## src/rtl/amp_guard_pkg.sv

```systemverilog
package amp_guard_pkg;

    // bit positions inside the synchronized control vector
    localparam int IDX_AWAKE  = 0;
    localparam int IDX_UNMUTE = 1;
    localparam int IDX_OC     = 2;
    localparam int IDX_HOT    = 3;
    localparam int IDX_DC     = 4;
    localparam int IDX_MLOW   = 5;
    localparam int IDX_MOK    = 6;
    localparam int IDX_CLOW   = 7;
    localparam int IDX_COK    = 8;
    localparam int N_CTL      = 9;
    localparam int IDX_BCLK   = N_CTL;
    localparam int N_SYNC     = N_CTL + 1;

    localparam int NUM_RAILS  = 2;

    typedef struct packed {
        logic                 awake;
        logic                 unmuted;
        logic                 over_cur;
        logic                 over_temp;
        logic                 dc_hold;
        logic [NUM_RAILS-1:0] rail_low;
    } guard_state_t;

endpackage

```

## src/rtl/amp_guard_sync.sv

```systemverilog
module amp_guard_sync #(
    parameter int W      = 1,
    parameter int STAGES = 2
) (
    input  logic         clk,
    input  logic         rst_n,
    input  logic [W-1:0] async_i,
    output logic [W-1:0] sync_o
);

    logic [STAGES-1:0][W-1:0] pipe_d, pipe_q;

    always_comb begin
        pipe_d[0] = async_i;
        for (int i = 1; i < STAGES; i++) begin
            pipe_d[i] = pipe_q[i-1];
        end
    end

    always_ff @(posedge clk or negedge rst_n) begin
        if (!rst_n) begin
            pipe_q <= '0;
        end else begin
            pipe_q <= pipe_d;
        end
    end

    assign sync_o = pipe_q[STAGES-1];

endmodule

```

## src/rtl/amp_guard_clkmon.sv

```systemverilog
module amp_guard_clkmon #(
    parameter int WIN_CYC = 64,
    parameter int CNT_W   = $clog2(WIN_CYC + 1)
) (
    input  logic             clk,
    input  logic             rst_n,
    input  logic             bclk_s,
    input  logic [CNT_W-1:0] min_edges,
    output logic             stopped
);

    localparam int WIN_W = (WIN_CYC > 1) ? $clog2(WIN_CYC) : 1;
    localparam logic [WIN_W-1:0] WIN_LAST = WIN_W'(WIN_CYC - 1);

    typedef struct packed {
        logic             prev;
        logic [WIN_W-1:0] win;
        logic [CNT_W-1:0] edges;
        logic             stopped;
    } mon_t;

    mon_t mon_d, mon_q;
    logic             rise;
    logic [CNT_W-1:0] total;

    always_comb begin
        mon_d      = mon_q;
        rise       = bclk_s & ~mon_q.prev;
        total      = mon_q.edges + CNT_W'(rise);
        mon_d.prev = bclk_s;
        if (mon_q.win == WIN_LAST) begin
            mon_d.win     = '0;
            mon_d.edges   = '0;
            mon_d.stopped = (total < min_edges);
        end else begin
            mon_d.win   = mon_q.win + 1'b1;
            mon_d.edges = total;
        end
    end

    always_ff @(posedge clk or negedge rst_n) begin
        if (!rst_n) begin
            mon_q         <= '0;
            mon_q.stopped <= 1'b1;
        end else begin
            mon_q <= mon_d;
        end
    end

    assign stopped = mon_q.stopped;

endmodule

```

## src/rtl/amp_guard_faults.sv

```systemverilog
module amp_guard_faults
    import amp_guard_pkg::*;
(
    input  logic             clk,
    input  logic             rst_n,
    input  logic [N_CTL-1:0] ctl_s,
    output guard_state_t     state
);

    guard_state_t st_d, st_q;
    logic [NUM_RAILS-1:0] rail_set, rail_clr;

    assign rail_set = {ctl_s[IDX_CLOW], ctl_s[IDX_MLOW]};
    assign rail_clr = {ctl_s[IDX_COK],  ctl_s[IDX_MOK]};

    always_comb begin
        st_d         = st_q;
        st_d.awake   = ctl_s[IDX_AWAKE];
        st_d.unmuted = ctl_s[IDX_UNMUTE];
        if (!ctl_s[IDX_AWAKE]) begin
            st_d.over_cur  = 1'b0;
            st_d.over_temp = 1'b0;
            st_d.dc_hold   = 1'b0;
            st_d.rail_low  = '0;
        end else begin
            st_d.over_cur  = st_q.over_cur | ctl_s[IDX_OC];
            st_d.over_temp = ctl_s[IDX_HOT];
            st_d.dc_hold   = ctl_s[IDX_DC];
            for (int r = 0; r < NUM_RAILS; r++) begin
                if (rail_set[r]) begin
                    st_d.rail_low[r] = 1'b1;
                end else if (rail_clr[r]) begin
                    st_d.rail_low[r] = 1'b0;
                end
            end
        end
    end

    always_ff @(posedge clk or negedge rst_n) begin
        if (!rst_n) begin
            st_q <= '0;
        end else begin
            st_q <= st_d;
        end
    end

    assign state = st_q;

endmodule

```

## src/rtl/amp_guard.sv

```systemverilog
module amp_guard
    import amp_guard_pkg::*;
#(
    parameter int WIN_CYC = 64,
    parameter int CNT_W   = $clog2(WIN_CYC + 1)
) (
    input  logic             clk,
    input  logic             rst_n,
    input  logic             awake_i,
    input  logic             unmute_i,
    input  logic             oc_trip_i,
    input  logic             hot_i,
    input  logic             dc_trip_i,
    input  logic             main_low_i,
    input  logic             main_ok_i,
    input  logic             core_low_i,
    input  logic             core_ok_i,
    input  logic             bclk_i,
    input  logic [CNT_W-1:0] min_edges_i,
    output logic             stage_en_o,
    output logic             alarm_pull_o,
    output logic             line_en_o
);

    logic [N_SYNC-1:0] raw_vec, sync_vec;
    guard_state_t      st;
    logic              clk_stopped;
    logic              any_fault;
    logic              rail_any;

    always_comb begin
        raw_vec             = '0;
        raw_vec[IDX_AWAKE]  = awake_i;
        raw_vec[IDX_UNMUTE] = unmute_i;
        raw_vec[IDX_OC]     = oc_trip_i;
        raw_vec[IDX_HOT]    = hot_i;
        raw_vec[IDX_DC]     = dc_trip_i;
        raw_vec[IDX_MLOW]   = main_low_i;
        raw_vec[IDX_MOK]    = main_ok_i;
        raw_vec[IDX_CLOW]   = core_low_i;
        raw_vec[IDX_COK]    = core_ok_i;
        raw_vec[IDX_BCLK]   = bclk_i;
    end

    amp_guard_sync #(
        .W      (N_SYNC),
        .STAGES (2)
    ) u_sync (
        .clk     (clk),
        .rst_n   (rst_n),
        .async_i (raw_vec),
        .sync_o  (sync_vec)
    );

    amp_guard_clkmon #(
        .WIN_CYC (WIN_CYC),
        .CNT_W   (CNT_W)
    ) u_clkmon (
        .clk       (clk),
        .rst_n     (rst_n),
        .bclk_s    (sync_vec[IDX_BCLK]),
        .min_edges (min_edges_i),
        .stopped   (clk_stopped)
    );

    amp_guard_faults u_faults (
        .clk   (clk),
        .rst_n (rst_n),
        .ctl_s (sync_vec[N_CTL-1:0]),
        .state (st)
    );

    always_comb begin
        rail_any     = |st.rail_low;
        any_fault    = st.over_cur | st.over_temp | st.dc_hold | rail_any | clk_stopped;
        stage_en_o   = st.awake & st.unmuted & ~any_fault;
        line_en_o    = st.awake;
        alarm_pull_o = st.awake & ~rail_any & (st.over_cur | st.over_temp);
    end

endmodule

```

## config.mk

```make
export PLATFORM = sky130hd
export DESIGN_NAME = amp_guard
export DESIGN_NICKNAME = d
export VERILOG_FILES = /design/src/rtl/amp_guard_pkg.sv /design/src/rtl/amp_guard_sync.sv /design/src/rtl/amp_guard_clkmon.sv /design/src/rtl/amp_guard_faults.sv /design/src/rtl/amp_guard.sv
export SDC_FILE = /design/constraint.sdc
export NUM_CORES = 1
export LEC_CHECK = 0
export BUFFER_PORTS_ARGS = -buffer_cell sky130_fd_sc_hd__buf_2
export CORE_MARGIN = 10
export CORE_UTILIZATION = 48
export DETAILED_ROUTE_END_ITERATION = 16
export HOLD_SLACK_MARGIN = 0.12
export PLACE_DENSITY = 0.69
export SLEW_MARGIN = 25
export SYNTH_ARGS = -nofsm -noshare
export SYNTH_HDL_FRONTEND = slang
export SYNTH_HIERARCHICAL = 1
export SYNTH_SLANG_ARGS = --single-unit
```

## constraint.sdc

```tcl
create_clock -name clk -period 2.5 [get_ports clk]
set_clock_uncertainty 0.2 [all_clocks]
set_input_delay 0.125 -clock clk [delete_from_list [all_inputs] [get_ports clk]]
set_output_delay 0.125 -clock clk [all_outputs]
set_load 0.1 [all_outputs]
```

# --- Yosys cells after proc, flatten, opt, wreduce, memory -nomap -nowiden ---
# Index checks and enable logic that the tools add are counted.
classes:
  n_lt_le_gt_ge: 1
  muxes: 6
  bitwise: 13
  eq_ne: 3
  reduce_logical: 1
  addsub: 2
ops:
  columns: ["op", "n"]
  rows:
  - ["$mux 13", 1]
  - ["$add 7x1->7", 1]
  - ["$lt 7x7->1", 1]
  - ["$add 6x1->6 const B", 1]
  - ["$eq 6x6->1 const B", 1]
  - ["$ne 3x1->1 const B", 2]
  - ["$and 1x1->1", 5]
  - ["$mux 5", 1]
  - ["$or 1x1->1", 5]
  - ["$mux 1", 4]
  - ["$not 1->1", 3]
  - ["$reduce_or 2->1", 1]
word_totals:
  word_cells: 39
  reg_bits: 42
  in_bits: 19

# --- Longest topological paths before layout ---
logic_depth:
  word_depth: 6
  ltp_mapped: 10
  mapped_depth_nobuf: 10

# --- Modules after synthesis ---
# Netlist, hierarchy kept.
modules_own_cells:
  columns: ["mod", "n_inst", "cells_per_inst", "area_each_um2"]
  rows:
  - ["amp_guard_clkmon", 1, 74, 803.3]
  - ["amp_guard_sync", 1, 20, 500.5]
  - ["amp_guard_faults", 1, 14, 237.7]
  - ["amp_guard", 1, 5, 37.5]

# --- Least setup slack after synthesis ---
# No wires, ideal clock.
synth_timing:
  kind: "reg2out"
  startpoint: "register u_faults.st_q (netlist bit u_faults/state[6])"
  endpoint: "output port stage_en_o"
  slack_ps: -880
  path_stages_with_launch: 3
  t_arrival_ps: 3055
  path_cell_list: "dfrtp_1 > or3b_1 > nor4_2"
synth_via:
  elab_chain_cells: 2
synth_lines:
  columns: ["item", "line", "source"]
  rows:
  - ["from (decl)", "amp_guard_faults.sv:10", "guard_state_t st_d, st_q;"]
  - ["from (signal assigned)", "amp_guard_faults.sv:43", "st_q <= st_d;"]
  - ["$and 1x1->1 (2 in series)", "amp_guard.sv:76", "stage_en_o = st.awake & st.unmuted & ~any_fault;"]
  - ["to (decl)", "amp_guard.sv:20", "output logic stage_en_o,"]
# Every way passes these cells.

# --- Worst setup path after layout ---
layout_timing:
  startpoint: "register u_sync.pipe_q (netlist bit u_sync/sync_o[9])"
  endpoint: "register, netlist name u_clkmon/stopped"
layout_via:
  elab_chain_cells: 3
layout_lines:
  columns: ["item", "line", "source"]
  rows:
  - ["from (decl)", "amp_guard_sync.sv:11", "logic [STAGES-1:0][W-1:0] pipe_d, pipe_q;"]
  - ["from (signal assigned)", "amp_guard_sync.sv:24", "pipe_q <= pipe_d;"]
  - ["$and 1x1->1", "amp_guard_clkmon.sv:28", "rise = bclk_s & ~mon_q.prev;"]
  - ["$add 7x1->7", "amp_guard_clkmon.sv:29", "total = mon_q.edges + CNT_W'(rise);"]
  - ["$lt 7x7->1", "amp_guard_clkmon.sv:34", "mon_d.stopped = (total < min_edges);"]
# Every way passes these cells.
# A chain may end at the register's enable or synchronous reset.

==> results.py <==
metrics = {
    "status": {
        "outcome": "finished, final reports clean",
    },
    "worst_setup_path": {
        "worstSetupStartpointType": "register",
        "path_max_fanout": 3,
        "crit_required_ns": 2.59,
        "reg2reg_from": "u_sync/sync_o[9]",
        "crit_end": "u_clkmon/stopped",
        "worstPathArrival_ns": 2.43,
        "crit_type": "reg2reg",
        "r2r_cells": 10,
        "worst_setup_path_end_kind": "register",
        "rr_endpoint": "u_clkmon/stopped",
        "crit_start": "u_sync/sync_o[9]",
        "reg2reg_slack_ns": 0.16,
    },
    "detailed_routing": {
        "wl_per_cell_um": 13.3,
        "via_count": 943,
        "drc": 0,
        "drt_iter0_markers": 53,
        "postRouteAntennaNets": 0,
        "wirelength_mm": 2.67,
        "viasPerCell": 4.72,
        "first_pass_iters": 3,
    },
    "floorplan": {
        "die_h_um": 77.4,
        "core_area_sq_um": 3100,
        "die-area_sq_um": 5980,
        "rows": 20,
        "dieWidth_um": 77.4,
        "start_util": 0.509,
        "io_pins": 22,
    },
    "placement": {
        "place.gp.congestion": 0.744,
        "port_buffers": 21,
        "place_hpwl_mm": 1.84,
    },
    "logic_synthesis": {
        "synth_cell_types": 26,
        "synthTopCellsByCount": "dfrtp_1, ha_1, inv_1",
        "synth_ff_type": "dfrtp_1",
        "synth.top_cell.area_share": 0.650,
        "syn_avg_cell_area_sq_um": 14.0,
        "synthesis.area_sq_um": 1580,
        "ys_seq_elements": 42,
        "synth_edf_count": 0,
        "yosysMostFrequentCell": "dfrtp_1",
        "async_flop_share": 1.00,
        "ys_seq_area_frac": 0.666,
        "yosysTopAreaCell": "dfrtp_1",
        "syn_nets": 141,
        "synth_cells": 113,
        "ys_top_cells_by_area": "dfrtp_1, ha_1, nor2b_1",
        "yosysWarnings": 6,
    },
    "timing": {
        "finalCriticalPeriod_ns": 2.34,
        "slew_viol_final": 0,
        "holdWs_ns": 0.149,
        "hold_viol": 0,
        "setup_tns_ns": 0,
        "clock.fmax_ghz": 0.427,
        "slew_headroom": 0.415,
        "finalSetupViolations": 0,
        "fin_crit_sh": 0.937,
        "tightest_slew_ns": 0.878,
        "rsz0062_at_grt": "no",
    },
    "clock_network": {
        "clk_pin_slew_ns": 0.12,
        "cts_setup_buffers": 0,
        "cts.path.max_buffers": 2,
        "cts_tree": "done",
        "cts-root-buf": "clkbuf_4",
        "htreeDepth": 2,
        "insertion_delay_ns": 0.35,
        "clkSinkCount": 42,
        "numCtsBuffers": 5,
    },
    "power_and_ir_drop": {
        "p_clk_frac": 0.287,
        "vdd_drop_max_mv": 0.441,
        "p_comb_frac": 0.175,
        "p_leak_uw": 0.000947,
        "pwr-share-seq": 0.537,
        "switching_share": 0.264,
        "p_int_uw": 1090,
        "power.density_nw_per_um2": 744,
        "total_power_uw": 1470,
        "p_switching_uw": 389,
    },
    "global_routing": {
        "grt_pass1_wl_mm": 4.52,
        "grtUsageTotal": 0.0945,
        "antenna_found_initial": 0,
        "grt.overflow.total": 0,
        "grt_pass1_vias": 1023,
        "grt_max_degree": 43,
    },
    "job": {
        "cap_violations": 0,
    },
    "layout": {
        "area_delta_synth_final_pct": 25.4,
        "finalNetCount": 183,
        "regArea_sq_um": 1050,
        "n_antenna_cell": 0,
        "drive_above_1_share": 0.256,
        "multi_input_area_sq_um": 508,
        "final_util": 0.638,
        "fillers": 262,
    },
    "hold_path": {
        "hold_path.class": "in2reg",
    },
}
metrics by stage:
stage / cells / setup WS (ns) / instance area, sq um
after global routing: 200 / 0.0129 / 1980
final: 200 / 0.157 / 1980
after floorplan: 113 / 0.0678 / 1590
after detailed placement: 177 / 0.124 / 1740
after CTS: 200 / 0.0982 / 1970
after global placement: 177 / 0.203 / 1740
worst min-delay path by stage:
stage,from,to,slack (ns),depth (start not counted)
finish,min_edges_i[3],u_clkmon/stopped,0.15,6
global route,min_edges_i[3],u_clkmon/stopped,0.13,6
CTS,min_edges_i[3],u_clkmon/stopped,0.14,6
detailed placement,main_ok_i,u_sync/pipe_d[16],0.03,1
global placement,awake_i,u_sync/pipe_d[10],0.03,1
floorplan,rst_n,u_clkmon/mon_q[10],-0.37,0
layout make-up:
| cell class | count | area share |
|---|---|---|
| clock buffers | 6 | 0.0208 |
| clock inverters | 2 | 0.0190 |
| inverters | 8 | 0.0152 |
| multi-input cells | 62 | 0.256 |
| flip-flops and latches | 42 | 0.532 |
| well taps | 44 | 0.0278 |
| repair buffers | 36 | 0.129 |
cells in the final DEF, fill, tap and decap left out, types with 4 or more instances in the layout:
master	n
dfrtp_1	40
xor2_1	4
dlygate4sd3_1	15
nor2_1	4
inv_1	8
nor2b_1	7
clkbuf_4	5
ha_1	9
a21oi_1	4
nand3_1	6
buf_2	21
flip-flops by register name, indices dropped and copies added, names as in the netlist:
| signal | flops |
|---|---|
| u_faults/state | 7 |
| u_clkmon/mon_q | 14 |
| u_sync/pipe_d | 10 |
| u_sync/sync_o | 10 |
| u_clkmon/stopped | 1 |
per-layer routing:
metal  GRT usage  routed length (um)  up-vias
met3      0.0449                 142        9
met5           0                   0        -
met1      0.0981                1120      454
met4      0.0474                  59        0
li1            -                   -      460
met2       0.157                1350       20
cell families (layout without fill, tap and decap cells):
family	count (synthesis)	in the layout	share of synthesized area
xor+xnor	8	8	0.0444
simple gates	33	33	0.132
buf+inv	9	52	0.0261
flops	42	42	0.666
fa+ha+maj	9	9	0.0713
compound gates	12	12	0.0594
worst max-delay path: stages (launching register included):
cell,delay [ns]
dfrtp_1,0.39
nor2b_1,0.13
ha_1,0.20
ha_1,0.22
and3_1,0.21
xnor2_2,0.15
inv_1,0.07
ha_1,0.33
nand4_1,0.11
a21oi_1,0.18
o22ai_2,0.10
power by group through the flow:
stage,clock network (uW),registers (uW),logic (uW)
after floorplan,0,800,166
after global placement,0,803,234
after detailed placement,0,807,240
after CTS,436,793,262
after global routing,471,800,291
final,424,792,258
what timing repair did:
action / CTS / global route
hold endpoints to repair: 52 / 0
hold buffers: 15 / 0
resized for setup: 0 / 2
setup endpoints to repair: 0 / 1
Note: power is estimated with default switching activity, not from simulation.
